### src/rtl/xwd_pkg.sv
// Package: shared types for the data-exchange watchdog.
// Assumes: nothing beyond IEEE 1800-2017.
package xwd_pkg;

    // Supervision state: waiting for first call, timing a window, expired.
    typedef enum logic [1:0] {
        WD_IDLE    = 2'd0,
        WD_ARMED   = 2'd1,
        WD_EXPIRED = 2'd2
    } wd_state_e;

endpackage

### src/rtl/xwd_rearm.sv
// Module: xwd_rearm
// Merges the qualifying call strobes into one rearm request.
// Assumes: each strobe is already address-matched and one cycle wide.
module xwd_rearm #(
    parameter int unsigned N_SRC = 2
) (
    input  logic [N_SRC-1:0] call_stb,
    output logic             rearm
);

    // Any qualifying call source rearms the window.
    always_comb begin
        rearm = |call_stb;
    end

endmodule

### src/rtl/xwd_enable_sel.sv
// Module: xwd_enable_sel
// Decides whether an expiry may request a device reset.
// Assumes: the permanent flag has priority; pin control only counts when it is clear.
module xwd_enable_sel (
    input  logic cfg_always_on,
    input  logic cfg_pin_ctrl,
    input  logic pin_p0,
    output logic reset_en
);

    // Permanent enable first, otherwise pin-gated enable.
    always_comb begin
        if (cfg_always_on) begin
            reset_en = 1'b1;
        end else if (cfg_pin_ctrl) begin
            reset_en = pin_p0;
        end else begin
            reset_en = 1'b0;
        end
    end

endmodule

### src/rtl/xwd_window_timer.sv
// Module: xwd_window_timer
// Counts time-base ticks while armed and flags the final tick of a window.
// Assumes: rearm has priority over ticks; counting is held low when not armed.
module xwd_window_timer #(
    parameter int unsigned WINDOW_TICKS = 41000
) (
    input  logic clk,
    input  logic rst_n,
    input  logic tick,
    input  logic rearm,
    input  logic counting,
    output logic expire
);

    localparam int unsigned CNT_W = $clog2(WINDOW_TICKS + 1);
    localparam logic [CNT_W-1:0] LAST = CNT_W'(WINDOW_TICKS - 1);

    logic [CNT_W-1:0] cnt_q;

    // Expiry: final tick of an armed window with no rearm in the same cycle.
    always_comb begin
        expire = counting && tick && !rearm && (cnt_q == LAST);
    end

    // Tick counter: cleared by rearm, advanced by ticks while armed.
    always_ff @(posedge clk) begin
        if (!rst_n) begin
            cnt_q <= '0;
        end else if (rearm) begin
            cnt_q <= '0;
        end else if (counting && tick) begin
            cnt_q <= expire ? '0 : cnt_q + 1'b1;
        end
    end

endmodule

### src/rtl/xwd_status_ctl.sv
// Module: xwd_status_ctl
// Tracks supervision state, holds the status bit and forms the reset pulse.
// Assumes: expire is only raised while counting and never with rearm.
module xwd_status_ctl
    import xwd_pkg::*;
(
    input  logic clk,
    input  logic rst_n,
    input  logic rearm,
    input  logic expire,
    input  logic reset_en,
    output logic counting,
    output logic status,
    output logic reset_pulse
);

    wd_state_e state_q;
    wd_state_e state_d;
    logic      status_q;
    logic      pulse_q;

    // Next state: rearm always arms; expiry only leaves the armed state.
    always_comb begin
        state_d = state_q;
        unique case (state_q)
            WD_IDLE:    if (rearm) state_d = WD_ARMED;
            WD_ARMED:   if (!rearm && expire) state_d = WD_EXPIRED;
            WD_EXPIRED: if (rearm) state_d = WD_ARMED;
            default:    state_d = WD_IDLE;
        endcase
    end

    // State, status and single-cycle reset request registers.
    always_ff @(posedge clk) begin
        if (!rst_n) begin
            state_q  <= WD_IDLE;
            status_q <= 1'b0;
            pulse_q  <= 1'b0;
        end else begin
            state_q  <= state_d;
            status_q <= (state_d == WD_EXPIRED);
            pulse_q  <= expire && reset_en;
        end
    end

    // Output mapping.
    always_comb begin
        counting    = (state_q == WD_ARMED);
        status      = status_q;
        reset_pulse = pulse_q;
    end

endmodule

### src/rtl/xchg_watchdog.sv
// Module: xchg_watchdog (top)
// Supervises addressed data-exchange and write-parameter calls, raises a
// no-exchange status after a silent window and optionally requests reset.
// Assumes: strobes and tick are one cycle wide and synchronous to clk.
module xchg_watchdog #(
    parameter int unsigned WINDOW_TICKS = 41000
) (
    input  logic clk,
    input  logic rst_n,
    input  logic tick_1us,
    input  logic xchg_call_stb,
    input  logic param_call_stb,
    input  logic cfg_always_on,
    input  logic cfg_pin_ctrl,
    input  logic pin_p0,
    output logic no_xchg_status,
    output logic reset_req
);

    logic rearm;
    logic reset_en;
    logic counting;
    logic expire;

    xwd_rearm #(.N_SRC(2)) u_rearm (
        .call_stb ({param_call_stb, xchg_call_stb}),
        .rearm    (rearm)
    );

    xwd_enable_sel u_en (
        .cfg_always_on (cfg_always_on),
        .cfg_pin_ctrl  (cfg_pin_ctrl),
        .pin_p0        (pin_p0),
        .reset_en      (reset_en)
    );

    xwd_window_timer #(.WINDOW_TICKS(WINDOW_TICKS)) u_timer (
        .clk      (clk),
        .rst_n    (rst_n),
        .tick     (tick_1us),
        .rearm    (rearm),
        .counting (counting),
        .expire   (expire)
    );

    xwd_status_ctl u_ctl (
        .clk         (clk),
        .rst_n       (rst_n),
        .rearm       (rearm),
        .expire      (expire),
        .reset_en    (reset_en),
        .counting    (counting),
        .status      (no_xchg_status),
        .reset_pulse (reset_req)
    );

endmodule

### config.mk
export PLATFORM = sky130hd
export DESIGN_NAME = xchg_watchdog
export DESIGN_NICKNAME = d
export VERILOG_FILES = /design/src/rtl/xwd_pkg.sv /design/src/rtl/xwd_rearm.sv /design/src/rtl/xwd_enable_sel.sv /design/src/rtl/xwd_window_timer.sv /design/src/rtl/xwd_status_ctl.sv /design/src/rtl/xchg_watchdog.sv
export SDC_FILE = /design/constraint.sdc
export NUM_CORES = 1
export LEC_CHECK = 0
export BUFFER_PORTS_ARGS = -buffer_cell sky130_fd_sc_hd__buf_2
export CAP_MARGIN = 15
export CELL_PAD_IN_SITES_DETAIL_PLACEMENT = 1
export CELL_PAD_IN_SITES_GLOBAL_PLACEMENT = 2
export CORE_ASPECT_RATIO = 0.9
export CORE_MARGIN = 1
export CORE_UTILIZATION = 30
export CTS_BUF_LIST = sky130_fd_sc_hd__clkbuf_16
export DETAILED_ROUTE_END_ITERATION = 8
export GPL_ROUTABILITY_DRIVEN = 0
export HOLD_SLACK_MARGIN = 0.15
export PLACE_DENSITY = 0.72
export SLEW_MARGIN = 20
export SYNTH_ARGS = -nofsm -noshare
export SYNTH_HDL_FRONTEND = slang
export SYNTH_SLANG_ARGS = --single-unit
### constraint.sdc
create_clock -name clk -period 2.7 [get_ports clk]
set_clock_uncertainty 0.2 [all_clocks]
set_input_delay 0.135 -clock clk [delete_from_list [all_inputs] [get_ports clk]]
set_output_delay 0.135 -clock clk [all_outputs]
set_load 0.01 [all_outputs]
Word-level counts from Yosys, hierarchy flattened
Cells that the tools add are included.

operators by class
  multiplexer cells = 6
  reduce and logical (&&, ||, !) cells = 10
  equal/unequal tests = 4
  bitwise logic cells = 1
  add/sub/neg operators = 1

operators with widths
  operator                                       number
  adder 16 x 1 -> 16 bit, second input constant  1
  == test 16 bit, second input constant          1
  two-way mux 16 bit                             1
  logical AND 1 bit                              5
  == test 2 bit, second input constant           2
  two-way mux 2 bit                              2
  one-hot mux 2 bit (2 select lines)             1
  OR reduction 2 bit                             2
  OR reduction 3 bit                             1
  == test 2 x 1 -> 1 bit, second input constant  1
  zero test 2 bit                                1
  two-way mux 1 bit                              2
  zero test 1 bit                                1
  inverter 1 bit                                 1

word-level totals
  register bits after elaboration = 20

Logic depth before layout (Yosys ltp)
Gate-level depths: netlist of run 1.

  depth after elaboration = 8
  gate-level depth with buffers = 6
  depth with buffers taken out = 5

Modules after synthesis
From an unflattened synthesis of run 1, not the netlist that was laid out.

second synthesis, totals
  cell total of the unflattened synthesis = 111
  area total of the unflattened synthesis = 949.7 um^2

modules (own cells, without submodules)
  module            area an instance (um^2)  cells an instance  instances  sequential area each (um^2)
  xwd_window_timer  793.3                    95                 1          320.3
  xwd_status_ctl    142.6                    14                 1          80.1
  xwd_enable_sel    7.5                      1                  1          0.0
  xwd_rearm         6.3                      1                  1          0.0

Worst setup path after synthesis of run 1
No wires, ideal clock.

  path kind = reg2reg
  start point = register u_timer.cnt_q[7]
  end point = register u_timer.cnt_q[15]
  path buffers = 1
  required time = 2.429 ns
  period minus slack after synthesis = 1.967 ns
  cell stages (with the launch flop) = 6
  setup slack = 0.733 ns
  arrival time = 1.696 ns
  cells stage by stage = dfxtp_1 > clkbuf_1 > nand4_1 > or4_4 > or4_1 > a21oi_1

between the ends
  longest elaborated chain between the ends = 3
  elaborated cells on any way between the ends = 4

ends and longest elaborated chain
  item                                                            RTL line                RTL
  start: declaration                                              xwd_window_timer.sv:18  logic [CNT_W-1:0] cnt_q;
  start signal: assignment                                        xwd_window_timer.sv:32  cnt_q <= expire ? '0 : cnt_q + 1'b1;
  branches (longest 2 deep; another with adder 16 x 1 -> 16 bit)  n/a
  two-way mux 16 bit (*)                                          xwd_window_timer.sv:32

Every way passes the cells marked *.
A chain may end at the register's enable or synchronous reset.

Final worst setup path of run 1
  start point = input xchg_call_stb
  end point = register u_ctl.pulse_q, in the netlist u_ctl.reset_pulse

between the ends
  longest elaborated chain between the ends = 5

ends and longest elaborated chain
  item                             RTL line                RTL
  start: declaration               xchg_watchdog.sv:11     input logic xchg_call_stb,
  OR reduction 2 bit               xwd_rearm.sv:13         rearm = |call_stb;
  zero test 1 bit                  xwd_window_timer.sv:22  expire = counting && tick && !rearm && (cnt_q == LAST);
  logical AND 1 bit (2 in series)  xwd_window_timer.sv:22
  logical AND 1 bit                xwd_status_ctl.sv:42    pulse_q <= expire && reset_en;
  end signal: assignment           xwd_status_ctl.sv:42
  end: declaration                 xwd_status_ctl.sv:20    logic pulse_q;

No other way between the ends.

==> results.txt, run 1 <==
Vias in the first global route: 910
Ys async rst share: 0%
Post-CTS Setup Bufs: 0
Core area: 3070 um2
Design Area, Final: 1260 um2
Synth Instances: 113
Share of post-route cells with drive strength above 1: 15.8%
Actual slew at the worst max-slew pin: 453 ps
Kind of cell adding the most delay to the critical path: buffers and inverters
Seq cells post-synth: 20
Dpl cells: 163
Worst path cell trace: dlygate4sd3_1 -> buf_2 -> nor4_1 -> nand4b_1 -> or4_1 -> nor3_1 -> dlygate4sd3_1
R2r setup slk: 230 ps
CP required: 2700 ps
Gr ovfl total: 0
Relative slew slack: 69.4%
Worst setup SP type: input port
Final ANT Viol Nets: 0
Pwr/cell area: 598 nW/um2
Final setup fails: 0
CTS Sinks: 20
Syn_nets: 122
Detailed-route DRC error count: 0
Vias per cell: 5.37
Worst Hold Depth: 4
CP max FO: 4
Most common cell after layout, fill and taps aside: dfxtp_1
R2r worst-path depth: 5
Pre-antenna DRT Iters: 4
Period utilisation layout: 95.5%
Max Cap Viol: 0
Total stage count of the critical path: 7
Final hold vios: 0
Pre-CTS setup slack: 587 ps
DIE AREA: 3470 um2
Worst-path cell with the longest stage delay: or4_1
Crit path launch: xchg_call_stb
Synth warnings: 0
Max-slew violations: 0
RSZ-0062 raised after global routing: no
Initial antenna violation count: 0
Initial drt markers: 40
Synth unique cells: 27
Setup CP Type: input port to flop
CTS H-tree lvls: 1
CTS tree: yes
Clk slew on worst S/H paths: 60 ps
Syn Area/Cell: 8.60 um2
Setup TNS: 0 ps
Finished Core Util: 41.0%
# fillers: 358
Pin count of the biggest net entering global routing: 16
Worst-Skew Late Latency: 250 ps
Largest stage delay on the critical path: 600 ps
Clock root buffer: clkbuf_16
CTS Buf Count: 3
HP Class: input port to flop
Most used cell, CP: dlygate4sd3_1
# nets final: 143
Leakage: 0.401 nW
Post-route insts no fill: 175
CTS Buffer Depth: 2
Cell Area, Synth: 972 um2
Fmax: 388 MHz
Post-synth EDFFs: 0
Hold Startpoint: tick_1us
Initial Util: 31.7%
Main synth FF type: dfxtp_1
Post-detail-place hpwl: 1810 um
Post-route minimum period: 2580 ps
Overall routing resource usage: 18.4%
Placed cell area: 1070 um2
Hold endpoint: u_timer.cnt_q[1]
Die Wd: 62.0 um
Endpoint class of the critical path: flop
Critical Path AT: 2580 ps
Wire per inst: 15.1 um
IO buf count: 9
I/O pin cnt: 10
Row cnt: 19
Sequential area share after synthesis: 41.2%
First-pass GRT wire length: 4640 um
RR Startpoint: u_timer.cnt_q[7]
VDD IR max: 0.000242 V
P&R area growth vs syn: 29.5%
Buf+Inv Stages, Crit Path: 3
Status: finished, final reports clean
Routed wire length: 2650 um
Routed via count: 939
Die height: 56.0 um
Diodes inserted: 0
Final Hold Slack: 208 ps
Most frequent cells in the layout: 20 x dfxtp_1, 12 x nor2_1, 9 x buf_2
R2R Path End: u_ctl.reset_pulse
Pwr Total: 0.752 mW
Post-layout worst setup margin: 122 ps
-- how the worst max path moves through the flow --
stage	endpoint	slack (ps)
floorplan	u_timer.cnt_q[15]	730
global placement	u_timer.cnt_q[15]	660
detailed placement	u_timer.cnt_q[15]	590
CTS	u_ctl.reset_pulse	170
global route	u_ctl.reset_pulse	30
finish	u_ctl.reset_pulse	120
-- area by class of cell --
type                            count  area [um2]  share of cell area, %
Clock buffer                        3        75.1                   5.96
Clock inverter                      1        30.0                   2.39
Inverter                            5        18.8                   1.49
Multi-Input combinational cell     85         542                   43.0
Sequential cell                    20         400                   31.8
Tap cell                           42        52.6                   4.17
Timing Repair Buffer               19         140                   11.1
-- synth_stat cells, drive strengths merged (4+ instances only) --
| cell | count | area share [%] |
|---|---|---|
| inv | 5 | 1.9 |
| nand4 | 5 | 4.8 |
| dfxtp | 20 | 41 |
| xnor2 | 8 | 7.2 |
| nor2 | 12 | 4.6 |
| nor4 | 8 | 5.1 |
| nor3 | 7 | 3.6 |
| a21oi | 4 | 2.1 |
| o21ai | 4 | 2.1 |
| nand3 | 8 | 4.1 |
| nand2 | 7 | 2.7 |
-- kinds of logic (layout without fill, tap and decap cells) --
logic type	Yosys count	in the layout	synth area share, %
AO/OA/AOI/OAI	13	13	8.37
XOR/XNOR	11	11	9.91
adder cells (fa/ha/maj)	1	1	1.29
buffers and inverters	8	28	3.09
flip-flops	20	20	41.2
AND/OR/NAND/NOR	60	60	36.2
-- power by group --
group,internal (mW),switching (mW)
logic,0.0194,0.0211
registers,0.298,0.00368
clock network,0.294,0.116
-- routing by layer --
layer	part of all wire (%)	wire length (um)	vias to the layer above	GRT usage (%)
met5	0	0	-	0
met4	1.7	45	0	7.62
met3	2.6	69	5	2.79
met2	46	1210	14	25.7
met1	50	1320	461	27.5
li1	-	-	459	-
-- registers in the layout (all words and copies together), names as in the netlist --
signal and cells:
u_timer.cnt_q 16, u_ctl.reset_pulse 1, u_ctl.status 1, u_ctl.state_q 2
-- worst reg2reg max path, delay by kind of cell (launching register included) --
| family | cells | cell delay (ps) |
|---|---|---|
| AND/OR/NAND/NOR | 4 | 1260 |
| flip-flops | 1 | 380 |
| buffers and inverters | 1 | 560 |
-- repair_timing --
item / CTS / global route
hold buffers: 8 / 0
endpoints found under the hold margin: 7 / 0
gates resized for setup: 0 / 0
Note: power is estimated with default switching activity, not from simulation.
==> run 2: changes to the inputs <==
- SETUP_SLACK_MARGIN: not set -> 0.4
==> results.txt, run 2 (synthesized netlist as in run 1, its figures left out) <==
Kind of cell adding the most delay to the critical path: simple AND/OR/NAND/NOR gates
Clock root buffer: clkbuf_16
Overall routing resource usage: 18.0% (-0.33 points)
Setup CP Type: flop to flop
CTS Sinks: 20 (unchanged)
Top Registers: u_timer.cnt_q (16), u_ctl.state_q (2)
CTS tree: yes
First-pass GRT wire length: 4580 um (-1.3%)
R2r worst-path depth: 4 (-1)
Worst path cell trace: nand4_4 -> or4_4 -> or4_1 -> a21oi_1
I/O pin cnt: 10 (unchanged)
Largest Register: u_timer.cnt_q
Multi-input logic area: 542 um2 (unchanged)
Crit path launch: u_timer.cnt_q[3]
Buf+Inv Stages, Crit Path: 0 (-3)
Pwr Total: 0.748 mW (-0.57%)
Routed wire length: 2590 um (-2.3%)
Logic pwr share: 4.9% (-0.5 points)
Initial drt markers: 30 (-25%)
Power share of the clock group: 54.8% (+0.2 points)
Pin count of the biggest net entering global routing: 16 (unchanged)
Gr ovfl total: 0 (unchanged)
Post-CTS Setup Bufs: 0 (unchanged)
CTS Hold Bufs: 6 (-2)
P&R area growth vs syn: 27.4%
Diodes inserted: 0 (unchanged)
Critical Path AT: 2150 ps (-430 ps)
Initial antenna violation count: 0 (unchanged)
Fmax: 461 MHz (+19%)
Psw: 0.139 mW (-1.2%)
Most frequent cells in the layout: 20 x dfxtp_1, 12 x nor2_1, 9 x buf_2
DIE AREA: 3470 um2 (unchanged)
Post-detail-place hpwl: 1810 um (unchanged)
CTS Buffer Depth: 2 (unchanged)
Wire per inst: 14.9 um (-1.1%)
Critical Path End: u_timer.cnt_q[15]
Actual slew at the worst max-slew pin: 500 ps (+47.3 ps)
Detailed-route DRC error count: 0 (unchanged)
VDD IR max: 0.000244 V (+0.86%)
Max FFs per register: 16 (unchanged)
Initial Util: 31.7% (unchanged)
Vias in the first global route: 893 (-1.9%)
Register area: 400 um2 (unchanged)
Sequential share of power: 40.3% (+0.2 points)
Row cnt: 19 (unchanged)
Max Cap Viol: 0 (unchanged)
Die Wd: 62.0 um (unchanged)
Worst-Skew Late Latency: 250 ps (about the same)
Post-route minimum period: 2170 ps (-409 ps)
CTS resizes: 0 (unchanged)
# fillers: 360 (+0.56%)
Share of post-route cells with drive strength above 1: 16.0% (+0.24 points)
Final ANT Viol Nets: 0 (unchanged)
Switching part of the total: 18.6% (-0.11 points)
Vias per cell: 5.31 (-1.1%)
Worst-path cell with the longest stage delay: or4_4
RR Startpoint: u_timer.cnt_q[3]
HP Class: input port to flop
IO buf count: 9 (unchanged)
Max-slew violations: 0 (unchanged)
RSZ-0062 raised after global routing: no
CP required: 2680 ps (-20 ps)
CP max FO: 7 (+3)
Clk slew on worst S/H paths: 60 ps (about the same)
Die height: 56.0 um (unchanged)
Largest stage delay on the critical path: 550 ps (-50 ps)
Relative slew slack: 66.2% (-3.2 points)
Final Hold Slack: 205 ps (-3.27 ps)
R2R Path End: u_timer.cnt_q[15]
Cell internal pwr: 0.609 mW (-0.43%)
CTS H-tree lvls: 1 (unchanged)
Setup TNS: 0 ps (unchanged)
Routed via count: 918 (-2.2%)
Leakage: 0.389 nW (-3.0%)
Total stage count of the critical path: 4 (-3)
Worst setup SP type: flop
Status: finished, final reports clean
CTS Buf Count: 3 (unchanged)
Most common cell after layout, fill and taps aside: dfxtp_1
Pre-antenna DRT Iters: 4 (unchanged)
Final hold vios: 0 (unchanged)
R2r setup slk: 530 ps (+300 ps)
Endpoint class of the critical path: flop
Final setup fails: 0 (unchanged)
Pwr/cell area: 604 nW/um2 (+1.0%)
Core area: 3070 um2 (unchanged)
# nets final: 141 (-1.4%)
Period utilisation layout: 80.4% (-15 points)
==> run 2: cell types whose count changed in the layout (fill, tap and decap cells not counted) <==
cell,delta
dlygate4sd3_1,-2
==> run 2: worst min-delay path, stage by stage <==
cell	delay [ps]
buf_2	100
and3b_1	220
nand3_1	90
o21ai_0	60
==> run 2: layout make-up <==
cell class / instances / area share [%]
repair buffers: 17 / 9.70
inverters: 5 / 1.52
clock buffers: 3 / 6.06
flip-flops and latches: 20 / 32.3
well taps: 42 / 4.24
multi-input cells: 85 / 43.7
clock inverters: 1 / 2.42
==> run 2: routing by layer <==
| metal | track usage (%) | wire length (um) | vias up |
|---|---|---|---|
| met5 | 0 | 0 | - |
| li1 | - | - | 449 |
| met2 | 24.8 | 1170 | 10 |
| met3 | 2.79 | 67 | 5 |
| met4 | 7.62 | 45 | 0 |
| met1 | 27.3 | 1300 | 454 |
==> run 2: power groups by stage <==
stage | Clock (mW) | Sequential, mW | Combinational [mW]
floorplan | 0 | 0.307 | 0.0154
global placement | 0 | 0.308 | 0.0290
detailed placement | 0 | 0.308 | 0.0296
CTS | 0.421 | 0.301 | 0.0367
global route | 0.433 | 0.302 | 0.0403
finish | 0.410 | 0.301 | 0.0367
==> run 2: worst min-delay path by stage <==
stage,end,depth (start not counted),from
after detailed placement,u_ctl.reset_pulse,3,cfg_always_on
after floorplan,u_ctl.reset_pulse,2,cfg_always_on
final,u_timer.cnt_q[1],4,tick_1us
after CTS,u_timer.cnt_q[1],4,tick_1us
after global placement,u_ctl.reset_pulse,3,cfg_always_on
after global routing,u_timer.cnt_q[0],5,tick_1us
==> run 2: stage by stage <==
stage | util [%] | instances | setup slack (ps) | cell area, um2
global route | 40.4 | 173 | 443 | 1240
CTS | 40.4 | 173 | 542 | 1240
finish | 40.4 | 173 | 530 | 1240
global placement | 35.0 | 163 | 664 | 1070
detailed placement | 35.0 | 163 | 587 | 1070
floorplan | - | 113 | 733 | 972
==> run 3: changes to the inputs <==
- clock period: 2.7 -> 2 ns (I/O delays scaled with it)
==> results.txt, run 3 (synthesized netlist as in run 1, its figures left out) <==
Critical Path AT: 1820 ps (-330 ps)
Final hold vios: 0 (unchanged)
Clk slew on worst S/H paths: 60 ps (about the same)
Routed via count: 1036 (+13%)
CTS Buf Count: 3 (unchanged)
CTS H-tree lvls: 1 (unchanged)
First-pass GRT wire length: 5190 um (+13%)
Relative slew slack: 75.3% (+9.1 points)
Dpl cells: 174 (+6.7%)
Leakage: 0.514 nW (+32%)
R2r setup slk: 140 ps (-390 ps)
Pwr Total: 0.891 mW (+19%)
Actual slew at the worst max-slew pin: 367 ps (-133 ps)
Diodes inserted: 0 (unchanged)
Psw: 0.199 mW (+43%)
RSZ-0062 raised after global routing: yes
Share of post-route cells with drive strength above 1: 47.3% (+31 points)
Initial antenna violation count: 0 (unchanged)
Die height: 56.0 um (unchanged)
Logic pwr share: 7.4% (+2.5 points)
CTS tree: yes
Core area: 3070 um2 (unchanged)
DRT met1 WL: 1560 um (+20%)
Max Cap Viol: 0 (unchanged)
HP Class: input port to flop
Pin count of the biggest net entering global routing: 15 (-1)
Vias in the first global route: 1079 (+21%)
Wire per inst: 17.7 um (+18%)
Final ANT Viol Nets: 0 (unchanged)
# nets final: 160 (+13%)
Post-detail-place hpwl: 2070 um (+14%)
Die Wd: 62.0 um (unchanged)
Sequential share of power: 45.2% (+4.9 points)
VDD IR max: 0.000271 V (+11%)
Fmax: 536 MHz (+16%)
CTS Buffer Depth: 2 (unchanged)
Switching part of the total: 22.3% (+3.7 points)
Wire length on met2: 1680 um (+43%)
CP max FO: 3 (-4)
Overall routing resource usage: 20.8% (+2.8 points)
Routed wire length: 3400 um (+31%)
Placed cell area: 1180 um2 (+10%)
Worst setup SP type: flop
Post-route minimum period: 1860 ps (-305 ps)
Gr ovfl total: 0 (unchanged)
CP required: 1960 ps (-720 ps)
Pwr/cell area: 575 nW/um2 (-4.7%)
Final setup fails: 0 (unchanged)
Endpoint class of the critical path: flop
I/O pin cnt: 10 (unchanged)
P&R area growth vs syn: 59.3%
Initial Util: 31.7% (unchanged)
Cell internal pwr: 0.692 mW (+14%)
Most frequent cells in the layout: 14 x buf_4, 10 x dfxtp_1, 9 x buf_2
Top sig layer: met4
Setup CP Type: flop to flop
Top Registers: u_timer.cnt_q (16), u_ctl.state_q (2)
Design Area, Final: 1550 um2 (+25%)
Largest Register: u_timer.cnt_q
Setup TNS: 0 ps (unchanged)
Pre-antenna DRT Iters: 4 (unchanged)
Power share of the clock group: 47.4% (-7.4 points)
Clock root buffer: clkbuf_16
IO buf count: 9 (unchanged)
DIE AREA: 3470 um2 (unchanged)
Routed wl met3: 71 um (+6.0%)
CTS Sinks: 20 (unchanged)
Period utilisation layout: 93.2% (+13 points)
Vias per cell: 5.40 (+1.7%)
Detailed-route DRC error count: 0 (unchanged)
Initial drt markers: 49 (+63%)
Worst-Skew Late Latency: 250 ps (about the same)
Most common cell after layout, fill and taps aside: buf_4
Max FFs per register: 16 (unchanged)
Post-route insts no fill: 192 (+11%)
Max-slew violations: 0 (unchanged)
Row cnt: 19 (unchanged)
Status: finished, final reports clean
[run 3: power groups by stage]
stage / clock network [mW] / logic, mW / registers (mW)
after global placement: 0 / 0.0404 / 0.412
after CTS: 0.434 / 0.0502 / 0.402
after detailed placement: 0 / 0.0413 / 0.412
after floorplan: 0 / 0.0222 / 0.412
after global routing: 0.456 / 0.0713 / 0.403
final: 0.423 / 0.0657 / 0.403
[run 3: worst paths after layout]
kind                    start          endpoint  cells past startpoint
max          u_timer.cnt_q[7]  u_ctl.state_q[1]                      4
min             xchg_call_stb  u_timer.cnt_q[1]                      4
max reg2reg  u_timer.cnt_q[7]  u_ctl.state_q[1]                      4
min reg2reg  u_timer.cnt_q[1]  u_timer.cnt_q[1]                      2
[run 3: layer usage]
layer / vias to the layer above / GRT usage (%)
met5: - / 0
met1: 517 / 26.7
li1: 493 / -
met3: 9 / 2.79
met4: 0 / 9.52
met2: 17 / 33.6
[run 3: area by class of cell]
cell class	count	area [um2]
Fill cell	340	1520
Inverter	5	18.8
Sequential cell	20	423
Tap cell	42	52.6
Multi-Input combinational cell	85	686
Clock buffer	3	75.1
Timing Repair Buffer	36	290
Clock inverter	1	3.75
[run 3: stage by stage]
step,worst slack [ps],hold slack (ps),util (%)
floorplan,131,67.4,-
global placement,132,168,38.5
detailed placement,101,185,38.5
CTS,181,65.0,45.0
global route,78.4,101,50.5
finish,136,66.4,50.5
[run 3: critical path: stages (launching register included)]
cell	delay [ps]
dfxtp_2	340
nor4_4	270
nand4b_1	190
or4_4	620
o32ai_1	150
[run 3: timing repair]
item / in CTS / in global routing
setup buffers: 5 / 3
setup endpoints to repair: 19 / 19
hold endpoints to repair: 7 / 2
hold buffers: 4 / 1
gates resized for setup: 9 / 37
cloned: 0 / 1
pin swaps: 6 / 11
